<file path="config.mk">
export PLATFORM = sky130hd
export DESIGN_NAME = xbus_master
export DESIGN_NICKNAME = d
export VERILOG_FILES = /design/src/rtl/xbus_pkg.sv /design/src/rtl/xbus_seq.sv /design/src/rtl/xbus_capture.sv /design/src/rtl/xbus_pins.sv /design/src/rtl/xbus_master.sv
export SDC_FILE = /design/constraint.sdc
export NUM_CORES = 1
export LEC_CHECK = 0
export BUFFER_PORTS_ARGS = -buffer_cell sky130_fd_sc_hd__buf_4
export CORE_ASPECT_RATIO = 1.1
export CORE_UTILIZATION = 44
export CTS_CLUSTER_SIZE = 24
export DETAILED_ROUTE_END_ITERATION = 10
export PLACE_DENSITY = 0.76
export SYNTH_ARGS = -nofsm -noshare
export SYNTH_HDL_FRONTEND = slang
export SYNTH_SLANG_ARGS = --single-unit
</file>
<file path="constraint.sdc">
create_clock -name clk -period 1.7 [get_ports clk]
set_clock_uncertainty 0.05 [all_clocks]
set_input_delay 0.17 -clock clk [delete_from_list [all_inputs] [get_ports clk]]
set_output_delay 0.17 -clock clk [all_outputs]
set_load 0.02 [all_outputs]
</file>
<file path="src/rtl/xbus_pkg.sv">
package xbus_pkg;

    localparam int ADUR_W = 2;
    localparam int DDUR_W = 3;
    localparam int CNT_W  = (DDUR_W > ADUR_W) ? DDUR_W : ADUR_W;

    typedef enum logic [2:0] {
        ST_IDLE,
        ST_REQ,
        ST_ADDR,
        ST_DATA,
        ST_END
    } xb_state_e;

    // Per-cycle control, frozen when a request is accepted
    typedef struct packed {
        logic              intel;
        logic              write;
        logic [ADUR_W-1:0] adur;
        logic [DDUR_W-1:0] ddur;
    } xb_ctl_t;

    // Pin image produced by the strobe decoder
    typedef struct packed {
        logic hold;
        logic breq_n;
        logic ale_n;
        logic rd_n;
        logic wr_n;
        logic as_n;
        logic ds_n;
        logic rw;
        logic oe;
        logic drive_addr;
    } xb_pins_t;

    function automatic logic grant_seen(input logic intel,
                                        input logic hlda,
                                        input logic bgnt_n);
        return intel ? hlda : ~bgnt_n;
    endfunction

endpackage

</file>
<file path="src/rtl/xbus_seq.sv">
module xbus_seq
    import xbus_pkg::*;
(
    input  logic              clk,
    input  logic              rst,
    input  logic              start,
    input  logic              granted,
    input  logic [ADUR_W-1:0] adur,
    input  logic [DDUR_W-1:0] ddur,
    output xb_state_e         state,
    output logic              last
);

    logic [CNT_W-1:0] cnt;

    always_ff @(posedge clk) begin
        if (rst) begin
            state <= ST_IDLE;
            cnt   <= '0;
        end else begin
            case (state)
                ST_IDLE: begin
                    if (start) state <= ST_REQ;
                end
                ST_REQ: begin
                    if (granted) begin
                        state <= ST_ADDR;
                        cnt   <= CNT_W'(adur);
                    end
                end
                ST_ADDR: begin
                    if (cnt == '0) begin
                        state <= ST_DATA;
                        cnt   <= CNT_W'(ddur);
                    end else begin
                        cnt <= cnt - 1'b1;
                    end
                end
                ST_DATA: begin
                    if (cnt == '0) state <= ST_END;
                    else           cnt   <= cnt - 1'b1;
                end
                ST_END:  state <= ST_IDLE;
                default: state <= ST_IDLE;
            endcase
        end
    end

    assign last = (cnt == '0);

endmodule

</file>
<file path="src/rtl/xbus_capture.sv">
module xbus_capture
    import xbus_pkg::*;
#(
    parameter int AD_W = 16
) (
    input  logic            clk,
    input  logic            rst,
    input  logic            accept,
    input  xb_ctl_t         ctl_d,
    input  logic [AD_W-1:0] addr_d,
    input  logic [AD_W-1:0] wdata_d,
    input  logic            cap_en,
    input  logic [AD_W-1:0] ad_in,
    output xb_ctl_t         ctl_q,
    output logic [AD_W-1:0] addr_q,
    output logic [AD_W-1:0] wdata_q,
    output logic [AD_W-1:0] rdata_q
);

    always_ff @(posedge clk) begin
        if (rst) begin
            ctl_q   <= '0;
            addr_q  <= '0;
            wdata_q <= '0;
        end else if (accept) begin
            ctl_q   <= ctl_d;
            addr_q  <= addr_d;
            wdata_q <= wdata_d;
        end
    end

    always_ff @(posedge clk) begin
        if (rst)         rdata_q <= '0;
        else if (cap_en) rdata_q <= ad_in;
    end

endmodule

</file>
<file path="src/rtl/xbus_pins.sv">
module xbus_pins
    import xbus_pkg::*;
(
    input  xb_state_e state,
    input  logic      last,
    input  xb_ctl_t   ctl,
    output xb_pins_t  pins
);

    logic owning;
    logic addr_end;
    logic data_end;
    logic in_cycle;

    always_comb begin
        owning   = (state == ST_REQ) || (state == ST_ADDR) || (state == ST_DATA);
        in_cycle = (state == ST_ADDR) || (state == ST_DATA);
        addr_end = (state == ST_ADDR) && last;
        data_end = (state == ST_DATA) && last;

        pins            = '0;
        pins.hold       = 1'b0;
        pins.breq_n     = 1'b1;
        pins.ale_n      = 1'b1;
        pins.rd_n       = 1'b1;
        pins.wr_n       = 1'b1;
        pins.as_n       = 1'b1;
        pins.ds_n       = 1'b1;
        pins.rw         = 1'b1;
        pins.drive_addr = (state == ST_ADDR);
        pins.oe         = (state == ST_ADDR) || ((state == ST_DATA) && ctl.write);

        if (ctl.intel) begin
            pins.hold  = owning;
            pins.ale_n = ~addr_end;
            pins.rd_n  = ~(data_end && !ctl.write);
            pins.wr_n  = ~(data_end && ctl.write);
        end else begin
            pins.breq_n = ~owning;
            pins.as_n   = ~(addr_end || (state == ST_DATA));
            pins.ds_n   = ~data_end;
            pins.rw     = in_cycle ? ~ctl.write : 1'b1;
        end
    end

endmodule

</file>
<file path="src/rtl/xbus_master.sv">
module xbus_master
    import xbus_pkg::*;
#(
    parameter int AD_W = 16
) (
    input  logic              clk,
    input  logic              rst,
    input  logic              req_valid,
    input  logic              req_write,
    input  logic [AD_W-1:0]   req_addr,
    input  logic [AD_W-1:0]   req_wdata,
    output logic              req_ack,
    output logic [AD_W-1:0]   req_rdata,
    input  logic              cfg_intel,
    input  logic [ADUR_W-1:0] cfg_adur,
    input  logic [DDUR_W-1:0] cfg_ddur,
    output logic              hold,
    input  logic              hlda,
    output logic              breq_n,
    input  logic              bgnt_n,
    output logic              ale_n,
    output logic              rd_n,
    output logic              wr_n,
    output logic              as_n,
    output logic              ds_n,
    output logic              rw,
    output logic [AD_W-1:0]   ad_out,
    output logic              ad_oe,
    input  logic [AD_W-1:0]   ad_in
);

    xb_state_e       state;
    logic            last;
    logic            accept;
    logic            granted;
    logic            cap_en;
    xb_ctl_t         ctl_d;
    xb_ctl_t         ctl_q;
    logic [AD_W-1:0] addr_q;
    logic [AD_W-1:0] wdata_q;
    xb_pins_t        pins;

    assign accept  = (state == ST_IDLE) && req_valid;
    assign granted = grant_seen(ctl_q.intel, hlda, bgnt_n);
    assign cap_en  = (state == ST_DATA) && last && !ctl_q.write;

    always_comb begin
        ctl_d       = '0;
        ctl_d.intel = cfg_intel;
        ctl_d.write = req_write;
        ctl_d.adur  = cfg_adur;
        ctl_d.ddur  = cfg_ddur;
    end

    xbus_seq u_seq (
        .clk     (clk),
        .rst     (rst),
        .start   (accept),
        .granted (granted),
        .adur    (ctl_q.adur),
        .ddur    (ctl_q.ddur),
        .state   (state),
        .last    (last)
    );

    xbus_capture #(.AD_W(AD_W)) u_cap (
        .clk     (clk),
        .rst     (rst),
        .accept  (accept),
        .ctl_d   (ctl_d),
        .addr_d  (req_addr),
        .wdata_d (req_wdata),
        .cap_en  (cap_en),
        .ad_in   (ad_in),
        .ctl_q   (ctl_q),
        .addr_q  (addr_q),
        .wdata_q (wdata_q),
        .rdata_q (req_rdata)
    );

    xbus_pins u_pins (
        .state (state),
        .last  (last),
        .ctl   (ctl_q),
        .pins  (pins)
    );

    assign req_ack = (state == ST_END);
    assign hold    = pins.hold;
    assign breq_n  = pins.breq_n;
    assign ale_n   = pins.ale_n;
    assign rd_n    = pins.rd_n;
    assign wr_n    = pins.wr_n;
    assign as_n    = pins.as_n;
    assign ds_n    = pins.ds_n;
    assign rw      = pins.rw;
    assign ad_oe   = pins.oe;
    assign ad_out  = pins.drive_addr ? addr_q : wdata_q;

endmodule

</file>
==> impl_metrics.env <==
export IMPL_grt_overflow=0
export IMPL_worstHoldStart="ad_in[14]"
export IMPL_ys_async_sr_fraction_pct=0
export IMPL_min_period_ps=1855
export IMPL_drv_slew=0
export IMPL_reg2regPathDepth=7
export IMPL_r2r_start="u_seq.cnt[1]"
export IMPL_hold_path_class="in2reg"
export IMPL_max_slew_worst_pin_slew_ps=655.2
export IMPL_syn_area_per_cell_um2=8.643
export IMPL_clk_pin_slew_ps=60
export IMPL_multi_input_area_um2=1345
export IMPL_rsz0062_at_grt="true"
export IMPL_gp_congestion=0.8080
export IMPL_cts_buffers=9
export IMPL_slew_headroom_pct=56.32
export IMPL_diodes=0
export IMPL_insertion_delay_ps=320
export IMPL_synth_ff_type="dfxtp_1"
export IMPL_setup_viol=18
export IMPL_grt_pass1_vias=2385
export IMPL_slowest_stage="dfxtp_4"
export IMPL_fin_crit_sh_pct=109.1
export IMPL_fin_area_um2=3874
export IMPL_num_rows=29
export IMPL_dr_pass1_iters=4
export IMPL_drtIter0Drc=73
export IMPL_hold_ws_ps=29.81
export IMPL_synth_fa_ha_area_share_pct=0.9556
export IMPL_yosys_cell_count_top_type="nand2_1"
export IMPL_cp_slowest_stage_delay_ps=350
export IMPL_fillers=485
export IMPL_cts_tree="built"
export IMPL_synth_largest_area_cell="dfxtp_1"
export IMPL_max_cap_viol_count=0
export IMPL_p_per_area_nw_per_um2=950.3
export IMPL_io_buffers=101
export IMPL_dp_slack_ps=-11.02
export IMPL_syn_area_um2=2619
export IMPL_die_width_um=75.56
export IMPL_synth_compound_area_share_pct=11.75
export IMPL_synth_top_family_by_area="simple AND/OR/NAND/NOR gates"
export IMPL_postRouteAntennaNets=0
export IMPL_drive_gt1_share_pct=40.10
export IMPL_violations="negative setup slack"
export IMPL_hold_end="u_cap.rdata_q[14]"
export IMPL_outcome="finished with violations"
export IMPL_postRouteWirelength_um=6497
export IMPL_fp_dieArea_um2=6265
export IMPL_end_kind="output port"
export IMPL_grt_max_degree=62
export IMPL_clockBufferDepth=2
export IMPL_synth_seq_cells=61
export IMPL_nets=473
export IMPL_synthCells=303
export IMPL_crit_arrival_ps=1630
export IMPL_synthSimpleGateAreaFrac_pct=21.45
export IMPL_dp_hpwl_um=4148
export IMPL_criticalPathCategory="reg2out"
export IMPL_core_area_um2=5769
export IMPL_clock_root_buffer="clkbuf_8"
export IMPL_syn_to_final_growth_pct=47.92
export IMPL_max_freq_mhz=539.2
export IMPL_yosysSeqAreaShare_pct=46.63
export IMPL_path_max_fanout=9
export IMPL_timing_rr_end="u_seq.cnt[1]"
export IMPL_synthTopCellsByCount="84 x nand2_1, 61 x dfxtp_1, 41 x a21oi_1, 21 x nor2_1, 17 x mux2i_1"
export IMPL_cts_sinks=61
export IMPL_rrSetupSlack_ps=-10
export IMPL_hold_depth=3
export IMPL_grt_first_pass_wirelength_um=10710
export IMPL_ys_warn_count=0
export IMPL_pin_count=102
export IMPL_setup_ws_ps=-154.6
export IMPL_crit_path_frequent_cell="buf_6"
export IMPL_yosys_area_share_xor_xnor_pct=0
export IMPL_post_dp_cell_area_um2=3462
export IMPL_finalSetupTns_ps=-1869
export IMPL_synth_nets=365
export IMPL_vias=2422
export IMPL_start_util_pct=45.39
export IMPL_yosysUniqueCellTypes=38
export IMPL_synth_top_cell_area_share_pct=46.63
export IMPL_p_leak_nw=1.646
export IMPL_die_h_um=82.92
export IMPL_path_cells="buf_6, nor2_4, buf_4, buf_12, mux2_4, buf_6"
export IMPL_grt_total_usage_pct=22.24
export IMPL_hold_viol=0
export IMPL_cts_max_level=3
export IMPL_drc=0
export IMPL_synth_edf_count=0
export IMPL_wire_per_inst_um=13.23
export IMPL_antenna_found_initial=0
export IMPL_synth_area_top_cells="dfxtp_1 47%, nand2_1 12%, a21oi_1 7.8%"
export IMPL_synth_area_mux_share_pct=13.38
export IMPL_ir_drop_uv=689.5
export IMPL_critPathRequiredTime_ps=1480
export IMPL_register_area_um2=1229
export IMPL_via_per_inst=4.933
export IMPL_cp_start_kind="flop"
area by class of cell:
cell class,instances,area share [%]
flip-flops and latches,61,31.72
clock buffers,12,4.005
repair buffers,120,26.52
inverters,3,0.2907
well taps,77,2.487
multi-input cells,216,34.72
clock inverters,2,0.2584
how the worst max path moves through the flow:
stage	startpoint	endpoint	cells after the start
finish	u_seq.state[0]	ad_out[0]	6
global route	u_seq.state[0]	ad_out[0]	6
CTS	u_seq.state[2]	ad_out[2]	6
detailed placement	u_seq.cnt[0]	u_seq.cnt[1]	6
global placement	u_seq.cnt[0]	u_seq.cnt[1]	6
floorplan	u_seq.state[2]	ad_out[10]	6
critical path, delay by kind of cell, from the launching register on:
kind | cells | cell delay, ps
buffers and inverters | 4 | 520
flip-flops | 1 | 350
multiplexers | 1 | 320
AND/OR/NAND/NOR | 1 | 120
kinds of logic after synthesis:
kind of cell / count (synthesis)
and+or+nand+nor: 127
buffers and inverters: 26
DFF: 61
adders and majority gates: 2
muxes: 33
AOI/OAI and AO/OA: 54
metal layers:
metal,global-route usage [%],wire length [µm],up-vias
met5,0,0,-
met3,3.641,315,9
met4,10.27,92,0
li1,-,-,1222
met2,36.77,3250,66
met1,27.57,2838,1125
cell usage in the layout (no fill, tap or decap), types with 2 or more instances in the layout:
master,Yosys,final
buf_8,0,2
or3_1,2,2
buf_6,3,23
nor2_1,21,21
a211o_1,2,2
buf_4,2,93
a21oi_1,41,40
nand3b_1,2,2
nand3_1,2,2
nor3b_1,2,2
mux2_2,16,3
mux2i_1,17,16
nand2b_1,3,3
inv_2,0,2
dfxtp_1,61,57
dfxtp_2,0,3
clkbuf_8,0,11
o21ai_1,1,2
mux2_4,0,13
buf_12,1,2
o21a_1,2,2
nand2_1,84,84
clkinv_2,0,2
through the flow:
stage / power (W) / instances / utilization (%)
floorplan: 0.002134 / 303 / -
global placement: 0.002443 / 470 / 60.01
detailed placement: 0.002461 / 470 / 60.01
CTS: 0.003655 / 491 / 65.80
global route: 0.003872 / 491 / 67.14
finish: 0.003681 / 491 / 67.14
registers in the layout (all words and copies together), names as in the netlist:
signal	count
u_cap.addr_q	16
u_cap.ctl_q	7
u_cap.rdata_q	16
u_cap.wdata_q	16
u_seq.state	3
u_seq.cnt	3
where the power goes:
| part | internal [W] | switching, W | total [W] |
|---|---|---|---|
| combinational | 0.000500 | 0.000486 | 0.000986 |
| sequential | 0.00154 | 0.0000597 | 0.00160 |
| clock | 0.000588 | 0.000510 | 0.00110 |
| total | 0.00263 | 0.00106 | 0.00368 |
what timing repair did:
item                       4_1_cts  5_1_grt
setup endpoints to repair       22       42
hold buffers                     0        0
setup buffers                    6        1
resized for setup               31       27
cloned                           1        0
pin swaps                        9        8
No activity file was read; power rests on OpenSTA's default activity.
